### src/rtl/cmi_pkg.sv
package cmi_pkg;
    typedef enum logic [1:0] {
        ST_IDLE  = 2'd0,
        ST_ARMED = 2'd1,
        ST_FILL  = 2'd2
    } cmi_state_e;
endpackage

### src/rtl/cmi_ctrl.sv
module cmi_ctrl
    import cmi_pkg::*;
#(
    parameter int DEPTH = 1024,
    parameter int PAT_W = 5,
    parameter int AW    = (DEPTH > 1) ? $clog2(DEPTH) : 1
) (
    input  logic             clk,
    input  logic             rst_n,
    input  logic             fill_enable,
    input  logic             trig_set,
    input  logic             frame_pulse,
    input  logic [PAT_W-1:0] pattern_in,
    output logic             fill_active,
    output logic [AW-1:0]    fill_addr,
    output logic [PAT_W-1:0] fill_pattern,
    output logic             trig_bit
);
    localparam logic [AW-1:0] LAST_ADDR = AW'(DEPTH - 1);

    typedef struct packed {
        cmi_state_e       state;
        logic [AW-1:0]    cnt;
        logic [PAT_W-1:0] pat;
    } ctrl_s;

    ctrl_s st_d, st_q;

    always_comb begin
        st_d = st_q;
        unique case (st_q.state)
            ST_IDLE: begin
                if (fill_enable && trig_set) begin
                    st_d.state = ST_ARMED;
                    st_d.pat   = pattern_in;
                    st_d.cnt   = '0;
                end
            end
            ST_ARMED: begin
                if (!fill_enable) begin
                    st_d.state = ST_IDLE;
                end else if (frame_pulse) begin
                    st_d.state = ST_FILL;
                    st_d.cnt   = '0;
                end
            end
            ST_FILL: begin
                if (!fill_enable || st_q.cnt == LAST_ADDR) begin
                    st_d.state = ST_IDLE;
                end else begin
                    st_d.cnt = st_q.cnt + AW'(1);
                end
            end
            default: st_d.state = ST_IDLE;
        endcase
    end

    always_ff @(posedge clk or negedge rst_n) begin
        if (!rst_n) begin
            st_q <= '{state: ST_IDLE, cnt: '0, pat: '0};
        end else begin
            st_q <= st_d;
        end
    end

    assign fill_active  = (st_q.state == ST_FILL) && fill_enable;
    assign fill_addr    = st_q.cnt;
    assign fill_pattern = st_q.pat;
    assign trig_bit     = (st_q.state != ST_IDLE);

    // a held trigger never relatches the pattern mid-fill
    assert_no_relatch_R8: assert property (@(posedge clk) disable iff (!rst_n)
        (st_q.state == ST_FILL && $past(st_q.state == ST_FILL)) |-> $stable(st_q.pat));

    // enable low always forces the controller back to idle
    assert_abort_R7: assert property (@(posedge clk) disable iff (!rst_n)
        (!fill_enable && st_q.state != ST_IDLE) |=> (st_q.state == ST_IDLE));
endmodule

### src/rtl/cmi_word_fmt.sv
module cmi_word_fmt #(
    parameter int WORD_W = 16,
    parameter int PAT_W  = 5
) (
    input  logic [PAT_W-1:0]  pattern,
    output logic [WORD_W-1:0] word
);
    localparam int LOW_W = WORD_W - PAT_W;

    generate
        if (LOW_W > 0) begin : g_split
            assign word = {pattern, {LOW_W{1'b0}}};
        end else begin : g_full
            assign word = pattern[PAT_W-1 -: WORD_W];
        end
    endgenerate
endmodule

### src/rtl/cmem_block_init.sv
module cmem_block_init #(
    parameter int DEPTH  = 1024,
    parameter int WORD_W = 16,
    parameter int PAT_W  = 5,
    parameter int AW     = (DEPTH > 1) ? $clog2(DEPTH) : 1
) (
    input  logic              clk,
    input  logic              rst_n,
    input  logic              fill_enable,
    input  logic              trig_set,
    input  logic              frame_pulse,
    input  logic [PAT_W-1:0]  pattern_in,
    output logic [AW-1:0]     mem_addr,
    output logic [WORD_W-1:0] mem_wdata,
    output logic              mem_we,
    output logic              trig_bit
);
    localparam int LOW_W = WORD_W - PAT_W;

    logic [PAT_W-1:0] held_pat;

    cmi_ctrl #(.DEPTH(DEPTH), .PAT_W(PAT_W), .AW(AW)) u_ctrl (
        .clk          (clk),
        .rst_n        (rst_n),
        .fill_enable  (fill_enable),
        .trig_set     (trig_set),
        .frame_pulse  (frame_pulse),
        .pattern_in   (pattern_in),
        .fill_active  (mem_we),
        .fill_addr    (mem_addr),
        .fill_pattern (held_pat),
        .trig_bit     (trig_bit)
    );

    cmi_word_fmt #(.WORD_W(WORD_W), .PAT_W(PAT_W)) u_fmt (
        .pattern (held_pat),
        .word    (mem_wdata)
    );

    // frame pulses seen while busy, for the two-frame bound
    logic [1:0] frames_q;
    always_ff @(posedge clk or negedge rst_n) begin
        if (!rst_n) begin
            frames_q <= '0;
        end else if (!trig_bit) begin
            frames_q <= '0;
        end else if (frame_pulse && frames_q != 2'd3) begin
            frames_q <= frames_q + 2'd1;
        end
    end

    assert_we_needs_enable_R7: assert property (@(posedge clk) disable iff (!rst_n)
        mem_we |-> (fill_enable && trig_bit));

    assert_low_field_zero_R4: assert property (@(posedge clk) disable iff (!rst_n)
        mem_we |-> (mem_wdata[LOW_W-1:0] == '0));

    assert_addr_step_R3: assert property (@(posedge clk) disable iff (!rst_n)
        (mem_we && $past(mem_we)) |-> (mem_addr == $past(mem_addr) + AW'(1)));

    assert_first_addr_zero_R2: assert property (@(posedge clk) disable iff (!rst_n)
        $rose(mem_we) |-> (mem_addr == '0));

    assert_trig_clears_R6: assert property (@(posedge clk) disable iff (!rst_n)
        (mem_we && mem_addr == AW'(DEPTH - 1)) |=> !trig_bit);

    assert_two_frames_R9: assert property (@(posedge clk) disable iff (!rst_n)
        trig_bit |-> (frames_q <= 2'd2));
endmodule

### config.mk
export PLATFORM = sky130hd
export DESIGN_NAME = cmem_block_init
export DESIGN_NICKNAME = d
export VERILOG_FILES = /design/src/rtl/cmi_pkg.sv /design/src/rtl/cmi_ctrl.sv /design/src/rtl/cmi_word_fmt.sv /design/src/rtl/cmem_block_init.sv
export SDC_FILE = /design/constraint.sdc
export NUM_CORES = 1
export LEC_CHECK = 0
export BUFFER_PORTS_ARGS = -buffer_cell sky130_fd_sc_hd__buf_2
export CAP_MARGIN = 20
export CORE_ASPECT_RATIO = 0.6
export CORE_MARGIN = 4
export CORE_UTILIZATION = 30
export CTS_CLUSTER_SIZE = 30
export DETAILED_ROUTE_END_ITERATION = 8
export PLACE_DENSITY_LB_ADDON = 0.15
export SYNTH_ARGS = -nofsm -noshare
export SYNTH_HDL_FRONTEND = slang
export SYNTH_SLANG_ARGS = --single-unit
### constraint.sdc
create_clock -name clk -period 4.7 [get_ports clk]
set_clock_uncertainty 0.1 [all_clocks]
set_input_delay 0.235 -clock clk [delete_from_list [all_inputs] [get_ports clk]]
set_output_delay 0.235 -clock clk [all_outputs]
set_load 0.01 [all_outputs]
==> results_dict.tcl, run 1 <==
set metrics [dict create \
    cts_tree "built" \
    grt_pass1_vias 911 \
    antenna_left 0 \
    grt_pass1_wl_mm 4.374 \
    synthArstFlopShare_pct 100.0 \
    crit_path_max_incr_delay_ns 0.71 \
    initial_core_util_pct 32.00 \
    vias 965 \
    status "completed" \
    power_density_nw_per_um2 444.8 \
    multiInputGateArea_sq_um 584.3 \
    max_freq_mhz 422.6 \
    port_buffers 26 \
    synth_area_per_cell_sq_um 9.128 \
    hold_viol_final 0 \
    cts_buffer_depth 2 \
    io_pins 38 \
    fin_util_pct 33.90 \
    synth_top_flop_cell "dfrtp_1" \
    netlist_area_sq_um 1205 \
    dieHeight_um 57.09 \
    grt_overflow 0 \
    synth.area.top_cells "dfrtp_1 35%, buf_4 16%, a31oi_1 5.2%, ha_1 5.2%, mux2_2 4.7%" \
    cp.arrival_ns 2.44 \
    antenna_found_initial 0 \
    min_path_cells 2 \
    synth_cell_types 37 \
    finalSetupViolCount 0 \
    critical_path_class "flop to flop" \
    drtIter0Drc 114 \
    ff2ff_setup_slack_ns 2.33 \
    min_to "u_ctrl.fill_pattern[0]" \
    synth_top_area_share_pct 35.31 \
    dp_hpwl_mm 2.052 \
    insertedDiodeCount 0 \
    crit_family "simple AND/OR/NAND/NOR gates" \
    gr-usage-all-layers_pct 10.57 \
    use_met1_pct 15.06 \
    finalCritPeriodShare_pct 50.35 \
    avgViaCountPerCell 5.026 \
    yosys-top-cells-count "26 x buf_4, 17 x dfrtp_1, 11 x nand2_1, 10 x a31oi_1, 9 x nand3_1" \
    die_x_um 89.82 \
    fp-row-count 17 \
    worst_pin_slew_ns 0.8936 \
    cp_max_fo 14 \
    syn2layout_area_growth_pct 5.919 \
    synthesis.instances 132 \
    gp_congestion 0.7867 \
    dr.pass1.iters 5 \
    dieArea_sq_um 5128 \
    wl_mm 2.677 \
    ir_drop_uv 182.3 \
    synth_edf_count 0 \
    cpMostUsedCell "a31oi_1" \
    rsz0062_at_grt "no" \
    leakagePower_uw 0.0006139 \
    slew_headroom_pct 39.88 \
    yosysMostFrequentCell "buf_4" \
    routedWlPerCell_um 13.94 \
    clock_latency_ns 0.25 \
    yosysWarnings 0 \
    drc 0 \
    regArea_sq_um 425.4 \
    slew_violations 0 \
    fin_crit_ns 2.366 \
    core-area_sq_um 3765 \
    grt.busiest_layer "met2" \
    crit_slowest_cell "nor4_1" \
    worstPathCellList "inv_1 -> ha_1 -> nand2_1 -> nor4_1 -> a31oi_1 -> a31oi_1" \
    ys_ff_latch 17 \
    numCtsBuffers 3 \
    nNetsFinal 161 \
    maxCapViolCount 0 \
    grt_max_degree 18 \
    hold_path.class "input port to flop" \
    use_met2_pct 15.92 \
    grt_use_met3_pct 3.294 \
    synth_area_leader_cell "dfrtp_1" \
    end_kind "flop" \
    r2r-start "u_ctrl.st_q[15]" \
    fillers 395 \
    drive_above_1_share_pct 28.28 \
    cts_root_buf "clkbuf_8" \
    cp_num_buf_inv 1 \
    reg2reg_to "u_ctrl.fill_addr[8]" \
    min_from "pattern_in[0]" \
    reg2reg_depth 6 \
    setup_tns_ns 0 \
    start_kind "flop" \
    htreeDepth 1 \
    clock_sinks 17 \
    crit_required_ns 4.77 \
    clk_pin_slew_ns 0.07 \
    yosysSeqAreaShare_pct 35.31 \
]
cells in the final DEF, fill, tap and decap left out, types with 2 or more instances in the layout:
cell type	Yosys	routed
buf_2	0	26
dfrtp_1	17	17
nand2_1	11	11
conb_1	1	11
a31oi_1	10	10
nand3_1	9	9
inv_1	6	6
mux2_2	5	5
ha_1	5	5
nor2_1	4	4
a21oi_1	3	3
nor3_1	3	3
o21ai_0	3	3
clkbuf_8	0	3
nand4_1	2	2
or3_1	2	2
and3_1	2	2
nor4_1	2	2
a221o_1	2	2
metal layers:
layer,vias to the layer above,wire length (um)
met2,46,1160
met4,0,12
met1,457,1248
met5,-,0
met3,2,256
li1,460,-
worst register-to-register path, stage by stage, from the launching register on:
cell and delay (ns):
dfrtp_1 0.40, inv_1 0.10, ha_1 0.43, nand2_1 0.17
nor4_1 0.71, a31oi_1 0.18, a31oi_1 0.19
per-stage QoR:
stage               hold slack, ns  setup WS (ns)  cells  cell area [sq um]  total power, uW
floorplan                  -0.1606          2.692    142               1242            431.2
global placement           0.09442          2.515    187               1221            459.5
detailed placement         0.09510          2.393    187               1221            460.6
CTS                        0.09881          2.353    192               1276            578.0
global route                0.1086          2.046    192               1276            614.9
finish                      0.1061          2.334    192               1276            567.7
cell families after synthesis:
family / count (synthesis) / synth area share [%]
other cells: 1 / 0.3112
fa+ha+maj: 5 / 5.192
simple gates: 42 / 17.96
compound gates: 27 / 16.41
buf+inv: 34 / 19.31
flops: 17 / 35.31
mux: 6 / 5.503
state kept, by name, summed over array words and instances, names as in the netlist:
name,flops
u_ctrl.fill_addr,10
u_ctrl.fill_pattern,5
u_ctrl.st_q,2
worst max-delay path by stage:
stage	startpoint	endpoint	slack (ns)	cells after the start
floorplan	u_ctrl.st_q[15]	u_ctrl.fill_addr[0]	2.69	7
CTS	u_ctrl.st_q[15]	u_ctrl.fill_addr[8]	2.35	6
global route	u_ctrl.st_q[15]	u_ctrl.fill_addr[8]	2.05	6
global placement	u_ctrl.st_q[15]	u_ctrl.fill_addr[8]	2.52	6
finish	u_ctrl.st_q[15]	u_ctrl.fill_addr[8]	2.33	6
detailed placement	u_ctrl.st_q[15]	u_ctrl.fill_addr[8]	2.39	6
report_power, final:
group	total [uW]	internal, uW	leakage, uW	switching, uW
registers	202	180	0.000224	22.2
logic	254	102	0.000367	152
clock network	112	60.2	0.0000228	51.7
total	568	342	0.000614	225
repair_timing:
action	CTS	global route
gates resized for setup	0	0
setup buffers	0	0
hold endpoints to repair	17	0
hold buffers	1	0
final cells by class:
type	count	share of cell area [%]
Multi-Input combinational cell	91	45.78
Sequential cell	17	33.33
Timing Repair Buffer	27	10.98
Tap cell	47	4.608
Clock buffer	4	3.529
Inverter	6	1.765
No activity file was read; power rests on OpenSTA's default activity.
==> inputs of run 2 (changes only) <==
Settings changed: ABC_AREA set to 1.
Clock period 4.7 ns to 2.4 ns, I/O delays scaled along.
==> run 2 against run 1 <==
  * Routed wire length shrank 5.5%
  * Highest routed layer unchanged
  * Synthesized area grew 3.3%
  * Global-route usage grew 0.060 points
  * Combinational power grew 67%
  * Clock power grew 93%
  * Sequential power grew 92%
  * Largest power group unchanged
  * First-iteration DRC count shrank 44%
  * Cell count grew 23%
  * Synthesized cell count grew 29%
  * Sequential share of layout area shrank 2.5 points
  * Register-to-register slack lost 1.6 ns
  * Non-clock buffer count grew 5
==> results_dict.tcl, run 2 <==
set metrics [dict create \
    crit_slowest_cell "dfrtp_1" \
    routedWlPerCell_um 10.68 \
    grt_max_degree 18 \
    nNetsFinal 206 \
    die_x_um 91.17 \
    synth_area_per_cell_sq_um 7.323 \
    htreeDepth 1 \
    leakagePower_uw 0.0007687 \
    ys_ff_latch 17 \
    setup_tns_ns 0 \
    cts_buffer_depth 2 \
    syn2layout_area_growth_pct 10.95 \
    antenna_left 0 \
    power_density_nw_per_um2 744.1 \
    synth.area.top_cells "dfrtp_1 34%, nand2_1 18%, buf_4 16%, ha_1 5.0%, inv_1 4.5%" \
    yosysWarnings 0 \
    crit_family "simple AND/OR/NAND/NOR gates" \
    gr-usage-all-layers_pct 10.63 \
    final_cell_mix "60 x nand2_1, 26 x buf_2, 17 x dfrtp_1" \
    start_kind "flop" \
    drive_above_1_share_pct 24.21 \
    post-place-ws_ns 0.7211 \
    grt.busiest_layer "met1" \
    drtIter0Drc 64 \
    synth_cell_types 25 \
    reg2reg_depth 7 \
    r2r-start "u_ctrl.st_q[15]" \
    grt_pass1_vias 911 \
    drc 0 \
    fillers 411 \
    netlist_area_sq_um 1245 \
    synth_area_leader_cell "dfrtp_1" \
    cts_tree "built" \
    cpMostUsedCell "inv_1" \
    cts_resized 0 \
    maxCapViolCount 0 \
    dieArea_sq_um 5278 \
    layout_commonest_cell "nand2_1" \
    fp-row-count 17 \
    use_met2_pct 14.85 \
    status "completed" \
    synthArstFlopShare_pct 100.0 \
    dr.pass1.iters 4 \
    synth_top_area_share_pct 34.17 \
    synth_top_flop_cell "dfrtp_1" \
    synthesis.instances 170 \
    dieHeight_um 57.90 \
    min_path_cells 3 \
    reg2reg_to "u_ctrl.fill_pattern[2]" \
    cts_root_buf "clkbuf_8" \
    avgViaCountPerCell 4.207 \
    ff2ff_setup_slack_ns 0.72 \
    grt_overflow 0 \
    multiInputGateArea_sq_um 598.1 \
    worst_slack_ns 0.7209 \
    yosysSeqAreaShare_pct 34.17 \
    hold_viol_final 0 \
    grt_use_met3_pct 3.502 \
    min_from "fill_enable" \
    clock_sinks 17 \
    cp_max_fo 6 \
    initial_core_util_pct 32.52 \
    end_kind "flop" \
    worstPathCellList "inv_1 -> ha_1 -> inv_1 -> nor3_2 -> inv_1 -> nand2_1 -> nand2_1" \
    rsz0062_at_grt "no" \
    antenna_found_initial 0 \
    critical_path_class "flop to flop" \
    clock_latency_ns 0.25 \
    grt_pass1_wl_mm 4.409 \
    clk_pin_slew_ns 0.06 \
    regArea_sq_um 425.4 \
    vias 997 \
    use_met1_pct 15.63 \
    finalSetupViolCount 0 \
    wl_mm 2.531 \
    cp.arrival_ns 1.72 \
    port_buffers 26 \
    core-area_sq_um 3829 \
    slew_violations 0 \
    post-cts-setup-buffers 0 \
    dp_hpwl_mm 1.996 \
    gp_congestion 0.7552 \
    synth_edf_count 0 \
    ir_drop_uv 201.5 \
    hold_path.class "input port to flop" \
    insertedDiodeCount 0 \
    cp_num_buf_inv 3 \
    max_freq_mhz 595.6 \
    finalCritPeriodShare_pct 69.96 \
    largest_reg_flops 10 \
    yosysMostFrequentCell "nand2_1" \
    yosys-top-cells-count "60 x nand2_1, 26 x buf_4, 17 x dfrtp_1, 15 x inv_1, 13 x nor2_1" \
    min_to "u_ctrl.st_q[16]" \
    io_pins 38 \
    numCtsBuffers 3 \
    crit_required_ns 2.44 \
    crit_path_max_incr_delay_ns 0.41 \
    fin_crit_ns 1.679 \
]
-- run 2: cell type report --
class / count / area share [%]
multi-input combinational: 120 / 43.30
clock buffer: 4 / 3.261
tap: 47 / 4.257
timing repair buffer: 32 / 13.77
sequential: 17 / 30.80
inverter: 17 / 4.620
-- run 2: per-stage QoR --
| step | util (%) | cells | hold slack (ns) | area (sq um) | total power [uW] |
|---|---|---|---|---|---|
| after floorplan | - | 180 | -0.2756 | 1282 | 748.0 |
| after global placement | 33.33 | 227 | -0.02834 | 1276 | 814.7 |
| after detailed placement | 33.33 | 227 | -0.02475 | 1276 | 812.9 |
| after CTS | 36.08 | 237 | 0.09537 | 1381 | 1044 |
| after global routing | 36.08 | 237 | 0.1168 | 1381 | 1123 |
| final | 36.08 | 237 | 0.09654 | 1381 | 1028 |
-- run 2: worst max-delay path by stage --
stage                                from                endpoint  slack (ns)  depth (start not counted)
after global routing      u_ctrl.st_q[15]  u_ctrl.fill_pattern[1]        0.50                          7
final                     u_ctrl.st_q[15]  u_ctrl.fill_pattern[2]        0.72                          7
after CTS                 u_ctrl.st_q[15]  u_ctrl.fill_pattern[2]        0.70                          7
after global placement    u_ctrl.st_q[16]     u_ctrl.fill_addr[8]        0.80                          8
after floorplan           u_ctrl.st_q[15]  u_ctrl.fill_pattern[0]        0.91                          7
after detailed placement  u_ctrl.st_q[15]  u_ctrl.fill_pattern[2]        0.72                          7
-- run 2: logic make-up (layout without fill, tap and decap cells) --
logic type / count (synthesis) / count (layout) / share of synthesized area [%]
XOR/XNOR: 1 / 1 / 0.7036
AND/OR/NAND/NOR: 94 / 94 / 34.37
adder cells (fa/ha/maj): 5 / 5 / 5.025
other: 1 / 11 / 0.3012
flip-flops: 17 / 17 / 34.17
AO/OA/AOI/OAI: 9 / 9 / 4.624
buffers and inverters: 43 / 53 / 20.80
-- run 2: tightest hold or removal path: cells and delay by family --
family                 cells  cell delay (ns)
AO/OA/AOI/OAI              1             0.07
buffers and inverters      1             0.13
AND/OR/NAND/NOR            1             0.08
-- run 2: power by group --
| part | total (uW) | internal, uW | switching (uW) | leakage (uW) |
|---|---|---|---|---|
| Clock | 216 | 118 | 98.0 | 0.0000228 |
| Sequential | 387 | 347 | 39.8 | 0.000228 |
| Combinational | 425 | 150 | 275 | 0.000517 |
-- run 2: repair_timing --
| action | 4_1_cts | 5_1_grt |
|---|---|---|
| hold buffers | 6 | 0 |
| endpoints found under the setup margin | 0 | 0 |
| endpoints found under the hold margin | 22 | 0 |
-- run 2: metal layers --
layer | share of wire (%) | routed length, um
met3 | 5.3 | 135
met4 | 0.87 | 22
met5 | 0 | 0
met2 | 40 | 1015
met1 | 54 | 1358
==> inputs of run 3 (changes only) <==
Clock period 2.4 ns to 1.76 ns, I/O delays scaled along.
==> run 3 against run 2 <==
  * Via count rose by 1.3%
  * Clock power rose by 42%
  * Die area did not move
  * Setup slack got worse by 0.56 ns
  * Non-clock buffer count rose by 5
  * Flip-flop and latch count did not move
  * Count of clock-buffer cells in the layout fell by 1
  * Critical path type unchanged
  * Critical endpoint is now u_ctrl.fill_addr[6]
  * Largest cell class unchanged
==> results_dict.tcl, run 3 (synthesized netlist as in run 2, its figures left out) <==
set metrics [dict create \
    layout_commonest_cell "nand2_1" \
    dpl-instance-area_sq_um 1299 \
    cts_resized 0 \
    dp_hpwl_mm 2.054 \
    fin_crit_ns 1.602 \
    grt_overflow 0 \
    drc 0 \
    leakagePower_uw 0.0007981 \
    end_kind "flop" \
    start_kind "flop" \
    avgViaCountPerCell 4.174 \
    drtIter0Drc 30 \
    rsz0062_at_grt "no" \
    fin_area_sq_um 1420 \
    final_cell_mix "60 x nand2_1, 26 x buf_2, 17 x dfrtp_1" \
    max_freq_mhz 624.3 \
    grt_pass1_vias 988 \
    cts_tree "built" \
    fillers 425 \
    clk_pin_slew_ns 0.08 \
    port_buffers 26 \
    htreeDepth 1 \
    grt_pass1_wl_mm 4.547 \
    die_x_um 91.17 \
    critical_path_class "flop to flop" \
    cts_root_buf "clkbuf_8" \
    dieArea_sq_um 5278 \
    power_uw 1471 \
    fp-row-count 17 \
    core-area_sq_um 3829 \
    initial_core_util_pct 32.52 \
    multiInputGateArea_sq_um 598.1 \
    slew_violations 0 \
    power_density_nw_per_um2 1035 \
    crit_required_ns 1.81 \
    instances_no_fill 242 \
    antenna_found_initial 0 \
    cp_max_fo 10 \
    grt_max_degree 18 \
    largest_reg_flops 10 \
    worst_slack_ns 0.1583 \
    drive_above_1_share_pct 26.67 \
    regArea_sq_um 425.4 \
    clock_latency_ns 0.26 \
    post-place-ws_ns 0.1507 \
    status "completed" \
    io_pins 38 \
    finalSetupViolCount 0 \
    clock_sinks 17 \
    numCtsBuffers 3 \
    cp.arrival_ns 1.65 \
    dr.pass1.iters 4 \
    place_inst 230 \
    finalCritPeriodShare_pct 91.01 \
    ir_drop_uv 378.0 \
    hold_path.class "input port to flop" \
    dieHeight_um 57.90 \
    setup_tns_ns 0 \
    gp_congestion 0.7725 \
    maxCapViolCount 0 \
    routedWlPerCell_um 10.94 \
    nNetsFinal 211 \
    cts_buffer_depth 2 \
    wl_mm 2.647 \
    hold_viol_final 0 \
    vias 1010 \
    gr-usage-all-layers_pct 11.05 \
    antenna_left 0 \
    syn2layout_area_growth_pct 14.07 \
    insertedDiodeCount 0 \
]
[run 3: changes by cell type in the layout (fill, tap and decap cells not counted)]
cell,change
buf_4,+5
clkbuf_1,-1
clkinv_2,+1
[run 3: timing repair]
action | 4_1_cts | 5_1_grt
hold buffers | 6 | 0
endpoints found under the setup margin | 0 | 6
setup buffers | 0 | 2
endpoints found under the hold margin | 22 | 0
[run 3: where the power goes]
part	leakage, uW	internal, uW	switching, uW
combinational	0.000544	250	391
clock	0.0000255	158	148
sequential	0.000228	473	49.9
total	0.000798	881	590
[run 3: critical path, stage by stage (launching register included)]
cell	delay, ns
dfrtp_1	0.42
ha_1	0.23
a21boi_0	0.12
nand3b_2	0.24
inv_2	0.14
nand2_4	0.11
nand2_1	0.07
nand2_1	0.05
[run 3: through the flow]
stage / utilization (%) / hold WS [ns]
after detailed placement: 33.92 / -0.05887
after global placement: 33.92 / -0.05360
after floorplan: - / -0.3076
after CTS: 36.70 / 0.06402
final: 37.09 / 0.06400
after global routing: 37.09 / 0.1021
[run 3: path summary, 6_finish.rpt]
| kind | start | to | cells after the start | slack, ns |
|---|---|---|---|---|
| max in group asynchronous | rst_n | u_ctrl.fill_addr[8] | 2 | 1.10 |
| worst min-delay path | fill_enable | u_ctrl.st_q[16] | 3 | 0.06 |
| worst min register to register | u_ctrl.fill_pattern[1] | u_ctrl.fill_pattern[1] | 2 | 0.37 |
| worst max-delay path | u_ctrl.st_q[15] | u_ctrl.fill_addr[6] | 7 | 0.16 |
| min in group asynchronous | rst_n | u_ctrl.st_q[15] | 2 | 0.18 |
| worst max register to register | u_ctrl.st_q[15] | u_ctrl.fill_addr[6] | 7 | 0.16 |
[run 3: layout make-up]
class                      count  area share (%)
timing repair buffer          37           16.04
inverter                      17           4.493
sequential                    17           29.96
tap                           47           4.141
clock buffer                   3           2.907
multi-input combinational    120           42.11
clock inverter                 1          0.3524
[run 3: per-layer routing]
metal,global-route usage [%],vias up,share of wire (%)
met5,0,-,0
met4,3.863,0,1.4
met1,14.82,453,55
met2,16.74,19,40
met3,3.632,4,4.2
li1,-,534,-
